$ cat src/rtl/sram_ctl_pkg.sv
`timescale 1ns/1ps
package sram_ctl_pkg;
  typedef enum logic [1:0] {
    ST_IDLE  = 2'd0,
    ST_READ  = 2'd1,
    ST_WSET  = 2'd2,
    ST_WPULS = 2'd3
  } ctl_state_t;
endpackage

$ cat src/rtl/sram_ctl_seq.sv
`timescale 1ns/1ps
module sram_ctl_seq
  import sram_ctl_pkg::*;
#(
  parameter int RD_CLKS   = 2,
  parameter int WSET_CLKS = 1,
  parameter int WPUL_CLKS = 2
) (
  input  logic       clk,
  input  logic       rst_n,
  input  logic       req,
  input  logic       req_write,
  output ctl_state_t st_next,
  output logic       accept,
  output logic       capture,
  output logic       done
);
  localparam int MAXC  = (RD_CLKS > WPUL_CLKS) ? ((RD_CLKS > WSET_CLKS) ? RD_CLKS : WSET_CLKS)
                                               : ((WPUL_CLKS > WSET_CLKS) ? WPUL_CLKS : WSET_CLKS);
  localparam int CNT_W = (MAXC > 1) ? $clog2(MAXC) : 1;
  localparam logic [CNT_W-1:0] RD_LAST   = CNT_W'(RD_CLKS - 1);
  localparam logic [CNT_W-1:0] WSET_LAST = CNT_W'(WSET_CLKS - 1);
  localparam logic [CNT_W-1:0] WPUL_LAST = CNT_W'(WPUL_CLKS - 1);

  ctl_state_t       st_q;
  logic [CNT_W-1:0] cnt_q, cnt_d;
  logic             done_d, done_q;

  always_comb begin
    st_next = st_q;
    cnt_d   = cnt_q;
    accept  = 1'b0;
    capture = 1'b0;
    done_d  = 1'b0;
    case (st_q)
      ST_IDLE: begin
        if (req) begin
          accept  = 1'b1;
          cnt_d   = '0;
          st_next = req_write ? ST_WSET : ST_READ;
        end
      end
      ST_READ: begin
        if (cnt_q == RD_LAST) begin
          capture = 1'b1;
          done_d  = 1'b1;
          st_next = ST_IDLE;
        end else begin
          cnt_d = cnt_q + 1'b1;
        end
      end
      ST_WSET: begin
        if (cnt_q == WSET_LAST) begin
          cnt_d   = '0;
          st_next = ST_WPULS;
        end else begin
          cnt_d = cnt_q + 1'b1;
        end
      end
      ST_WPULS: begin
        if (cnt_q == WPUL_LAST) begin
          done_d  = 1'b1;
          st_next = ST_IDLE;
        end else begin
          cnt_d = cnt_q + 1'b1;
        end
      end
      default: st_next = ST_IDLE;
    endcase
  end

  always_ff @(posedge clk or negedge rst_n) begin
    if (!rst_n) begin
      st_q   <= ST_IDLE;
      cnt_q  <= '0;
      done_q <= 1'b0;
    end else begin
      st_q   <= st_next;
      cnt_q  <= cnt_d;
      done_q <= done_d;
    end
  end

  assign done = done_q;
endmodule

$ cat src/rtl/sram_ctl_pins.sv
`timescale 1ns/1ps
module sram_ctl_pins
  import sram_ctl_pkg::*;
#(
  parameter int ADDR_W = 11,
  parameter int DATA_W = 8
) (
  input  logic              clk,
  input  logic              rst_n,
  input  ctl_state_t        st_next,
  input  logic              accept,
  input  logic              req_write,
  input  logic [ADDR_W-1:0] req_addr,
  input  logic [DATA_W-1:0] req_wdata,
  output logic              ce_n,
  output logic              oe_n,
  output logic              we_n,
  output logic              dq_oe,
  output logic [ADDR_W-1:0] addr,
  output logic [DATA_W-1:0] dq_o
);
  logic ce_n_d, oe_n_d, we_n_d, dq_oe_d;
  logic addr_en, data_en;

  always_comb begin
    ce_n_d  = (st_next == ST_IDLE);
    oe_n_d  = (st_next != ST_READ);
    we_n_d  = (st_next != ST_WPULS);
    dq_oe_d = (st_next == ST_WPULS);
    addr_en = accept;
    data_en = accept & req_write;
  end

  always_ff @(posedge clk or negedge rst_n) begin
    if (!rst_n) begin
      ce_n  <= 1'b1;
      oe_n  <= 1'b1;
      we_n  <= 1'b1;
      dq_oe <= 1'b0;
    end else begin
      ce_n  <= ce_n_d;
      oe_n  <= oe_n_d;
      we_n  <= we_n_d;
      dq_oe <= dq_oe_d;
    end
  end

  always_ff @(posedge clk or negedge rst_n) begin
    if (!rst_n) begin
      addr <= '0;
    end else if (addr_en) begin
      addr <= req_addr;
    end
  end

  always_ff @(posedge clk or negedge rst_n) begin
    if (!rst_n) begin
      dq_o <= '0;
    end else if (data_en) begin
      dq_o <= req_wdata;
    end
  end
endmodule

$ cat src/rtl/sram_ctl_rdreg.sv
`timescale 1ns/1ps
module sram_ctl_rdreg #(
  parameter int DATA_W = 8
) (
  input  logic              clk,
  input  logic              rst_n,
  input  logic              capture,
  input  logic [DATA_W-1:0] dq_i,
  output logic [DATA_W-1:0] rdata
);
  always_ff @(posedge clk or negedge rst_n) begin
    if (!rst_n) begin
      rdata <= '0;
    end else if (capture) begin
      rdata <= dq_i;
    end
  end
endmodule

$ cat src/rtl/sram_ctl.sv
`timescale 1ns/1ps
module sram_ctl
  import sram_ctl_pkg::*;
#(
  parameter int ADDR_W    = 11,
  parameter int DATA_W    = 8,
  parameter int RD_CLKS   = 2,
  parameter int WSET_CLKS = 1,
  parameter int WPUL_CLKS = 2
) (
  input  logic              clk,
  input  logic              rst_n,
  input  logic              req,
  input  logic              req_write,
  input  logic [ADDR_W-1:0] req_addr,
  input  logic [DATA_W-1:0] req_wdata,
  output logic              ready,
  output logic [DATA_W-1:0] rdata,
  output logic              sram_ce_n,
  output logic              sram_oe_n,
  output logic              sram_we_n,
  output logic [ADDR_W-1:0] sram_addr,
  output logic [DATA_W-1:0] sram_dq_o,
  output logic              sram_dq_oe,
  input  logic [DATA_W-1:0] sram_dq_i
);
  ctl_state_t st_next;
  logic       accept, capture;

  sram_ctl_seq #(
    .RD_CLKS  (RD_CLKS),
    .WSET_CLKS(WSET_CLKS),
    .WPUL_CLKS(WPUL_CLKS)
  ) u_seq (
    .clk      (clk),
    .rst_n    (rst_n),
    .req      (req),
    .req_write(req_write),
    .st_next  (st_next),
    .accept   (accept),
    .capture  (capture),
    .done     (ready)
  );

  sram_ctl_pins #(
    .ADDR_W(ADDR_W),
    .DATA_W(DATA_W)
  ) u_pins (
    .clk      (clk),
    .rst_n    (rst_n),
    .st_next  (st_next),
    .accept   (accept),
    .req_write(req_write),
    .req_addr (req_addr),
    .req_wdata(req_wdata),
    .ce_n     (sram_ce_n),
    .oe_n     (sram_oe_n),
    .we_n     (sram_we_n),
    .dq_oe    (sram_dq_oe),
    .addr     (sram_addr),
    .dq_o     (sram_dq_o)
  );

  sram_ctl_rdreg #(
    .DATA_W(DATA_W)
  ) u_rd (
    .clk    (clk),
    .rst_n  (rst_n),
    .capture(capture),
    .dq_i   (sram_dq_i),
    .rdata  (rdata)
  );
endmodule

$ cat config.mk
export PLATFORM = sky130hd
export DESIGN_NAME = sram_ctl
export DESIGN_NICKNAME = d
export VERILOG_FILES = /design/src/rtl/sram_ctl_pkg.sv /design/src/rtl/sram_ctl_seq.sv /design/src/rtl/sram_ctl_pins.sv /design/src/rtl/sram_ctl_rdreg.sv /design/src/rtl/sram_ctl.sv
export SDC_FILE = /design/constraint.sdc
export NUM_CORES = 1
export LEC_CHECK = 0
export ABC_AREA = 1
export BUFFER_PORTS_ARGS = -buffer_cell sky130_fd_sc_hd__buf_4
export CAP_MARGIN = 10
export CORE_AREA = 3 3 60 62
export DETAILED_ROUTE_END_ITERATION = 8
export DIE_AREA = 0 0 63 65
export HOLD_SLACK_MARGIN = 0.15
export PLACE_DENSITY = 0.84
export SLEW_MARGIN = 40
export SYNTH_ARGS = -nofsm -noshare
export SYNTH_HDL_FRONTEND = slang
export SYNTH_SLANG_ARGS = --single-unit
export TNS_END_PERCENT = 100
$ cat constraint.sdc
create_clock -name clk -period 1.7 [get_ports clk]
set_clock_uncertainty 0.2 [all_clocks]
set_input_delay 0.255 -clock clk [delete_from_list [all_inputs] [get_ports clk]]
set_output_delay 0.255 -clock clk [all_outputs]
set_load 0.01 [all_outputs]
==> results by group <==
Logic synthesis
  – Post-synthesis simple-gate area fraction: 24.4%
  – Compound-Gate Fraction of Synth Area: 5.97%
  – Yosys warnings: 0
  – Adder-Cell Fraction of Synth Area: 0%
  – Largest family of logic cells by synthesized area: simple AND/OR/NAND/NOR gates
  – Seq/Total Area, Yosys: 63.6%
  – Post-synthesis net count: 172
  – Cell area after synthesis: 1380 um2
  – Yosys reg bits: 35
  – Synth Area in XOR/XNOR: 0%
  – Mean Syn Cell Area: 9.81 um2
  – Synth cell types: 15
  – Mux contribution to synthesized area: 0%
  – Post-synthesis cell count: 141

Critical path
  – Setup CP Type: in -> reg
  – Worst setup startpoint: req
  – Max FO, Critical Path: 15
  – Worst Path Required: 1.74 ns
  – Crit path DAT: 1.48 ns
  – Startpoint types: primary input
  – Slowest CP cell: dlygate4sd3_1
  – Critical path cell sequence: dlygate4sd3_1 > buf_4 > nand2_1 > nand2_1 > nand2_1
  – CP dominant cell by count: nand2_1
  – Critical path's largest stage delay: 0.53 ns
  – Reg-to-reg startpoint: u_seq.st_q[0]$_DFF_PN0_
  – CP Buf/Inv Count: 2
  – Kind of cell adding the most delay to the critical path: buffers and inverters
  – CP endpoint kind: flip-flop

Final layout
  – FF/Latch Area: 880 um2
  – Multi-input gate area: 420 um2
  – Share of post-route cells with drive strength above 1: 36.6%
  – Commonest cells after routing, fill and taps aside: 63 x buf_4, 52 x nand2_1, 32 x dfrtp_1, 30 x dlygate4sd3_1, 20 x nand3_1
  – Final layout net count: 268
  – Fillers: 245
  – Final instance area: 2250 um2
  – Most common cell after layout, fill and taps aside: buf_4
  – P&R area growth vs syn: 62.9%
  – ANT cells: 0

Flow run
  – Total of max-cap violations: 0

Floorplanning
  – Die Wd: 63 um
  – Rows: 20
  – Placeable Area: 3080 um2
  – DIE AREA: 4100 um2
  – Die Y: 65 um
  – Io pins: 63
  – Initial Util: 44.9%

Detailed routing
  – Routed wire length: 3440 um
  – DRT Pass-1 Iters: 4
  – 1st-iter DRT viols: 29
  – Vias/cell: 4.53
  – Vias: 1278
  – Post-DRT Antenna Nets: 0
  – DRC Markers: 0
  – Average routed wire per standard cell: 12.2 um

CTS
  – Post-CTS Setup Bufs: 0
  – Htree depth: 2
  – CTS Sinks: 35
  – Clock Tree Root: clkbuf_4
  – Hold-fix buffers, CTS: 30
  – CTS tree: done
  – CTS Buffer Depth: 2
  – CTS Buf Count: 5
  – Post-cts sizing count: 0
  – Clock Latency Late Sink: 0.34 ns
  – Worst-path clk slew: 0.12 ns

Min path
  – Worst Hold Class: in -> async

Placement
  – PortBufs: 62
  – DP Wirelength: 2110 um
  – Placed Area: 1880 um2
  – Gpl congestion: 0.722

STA
  – Post-route setup TNS: 0 ns
  – Fmax: 696 MHz
  – Slew @ Worst Pin: 0.420 ns
  – Fin crit period: 1.44 ns
  – Final period util: 84.6%
  – Final hold violation count: 0
  – Max-slew violations: 0
  – RSZ-0062 raised after global routing: false
  – Relative slew slack: 72.0%
  – Final setup violation count: 0

Global routing
  – Total track usage: 18.1%
  – GRT overflow: 0
  – Largest net degree at the start of global routing: 36
  – First-pass GRT wire length: 5680 um
  – Vias in the first global route: 1310
  – Antenna violations before repair: 0

Power
  – Worst IR Drop VDD: 1.05 mV
  – Post-layout power: 3.56 mW
  – Static leakage: 1.21 nW
  – PwrDens: 1580 nW/um2

Outcome
  – Outcome: finished clean
==> routing by layer <==
| layer | wire length [um] | GRT usage [%] | part of all wire (%) | up-vias |
|---|---|---|---|---|
| met4 | 99 | 8.26 | 2.9 | 0 |
| met1 | 1350 | 18.8 | 39 | 584 |
| li1 | - | - | - | 632 |
| met3 | 212 | 6.59 | 6.2 | 12 |
| met5 | 0 | 0 | 0 | - |
| met2 | 1780 | 32.4 | 52 | 50 |
==> cells in the mapped netlist <==
master   count  area, um2
nand2_1     52        195
dfrtp_1     32        801
nand3_1     20        100
inv_1       13       48.8
o21ai_2      8       70.1
buf_2        3       15.0
dfstp_2      3       78.8
inv_2        2       7.51
nor2_1       2       7.51
buf_6        1       11.3
nand2_2      1       6.26
nand3_4      1       17.5
nor2_4       1       11.3
o21ai_0      1       5.00
o31ai_1      1       7.51
==> area by class of cell <==
class / instances / area share, %
Sequential cell: 35 / 39.1
Clock inverter: 2 / 0.722
Timing Repair Buffer: 93 / 34.3
Clock buffer: 6 / 2.28
Inverter: 15 / 2.50
Tap cell: 44 / 2.44
Multi-Input combinational cell: 87 / 18.7
==> flip-flops by register name, summed over array words and instances, names as in the netlist <==
signal / count
u_seq.done: 1
u_pins.dq_oe: 1
u_pins.we_n: 1
u_pins.dq_o: 8
u_seq.st_q: 2
u_pins.oe_n: 1
u_pins.ce_n: 1
u_rd.rdata: 8
u_seq.cnt_q: 1
u_pins.addr: 11
==> through the flow <==
stage                     util (%)  hold WS (ns)  instances  setup slack [ns]
after floorplan                  -        -0.241        141             0.432
after global placement        61.2        0.0228        244             0.383
after detailed placement      61.2        0.0252        244             0.363
after CTS                     73.2         0.186        282             0.250
after global routing          73.2         0.203        282             0.208
final                         73.2         0.177        282             0.262
==> logic make-up after synthesis <==
logic type | count (synthesis)
buffers and inverters | 19
flip-flops | 35
AND/OR/NAND/NOR | 77
AO/OA/AOI/OAI | 10
==> path summary, 6_finish.rpt <==
path | cells past startpoint | end | slack, ns
setup / recovery | 5 | u_pins.addr[10]$_DFFE_PN0P_ | 0.26
hold / removal | 2 | u_pins.addr[7]$_DFFE_PN0P_ | 0.18
setup reg to reg | 4 | u_pins.addr[10]$_DFFE_PN0P_ | 0.31
hold reg to reg | 2 | u_rd.rdata[7]$_DFFE_PN0P_ | 0.28
max in group asynchronous | 2 | u_pins.we_n$_DFF_PN1_ | 0.77
min in group clk | 2 | u_rd.rdata[7]$_DFFE_PN0P_ | 0.28
==> power breakdown <==
group | internal [mW] | switching, mW
Clock | 0.204 | 0.277
Combinational | 0.768 | 0.822
Sequential | 1.25 | 0.236
Total | 2.22 | 1.34
No activity file was read; power rests on OpenSTA's default activity.
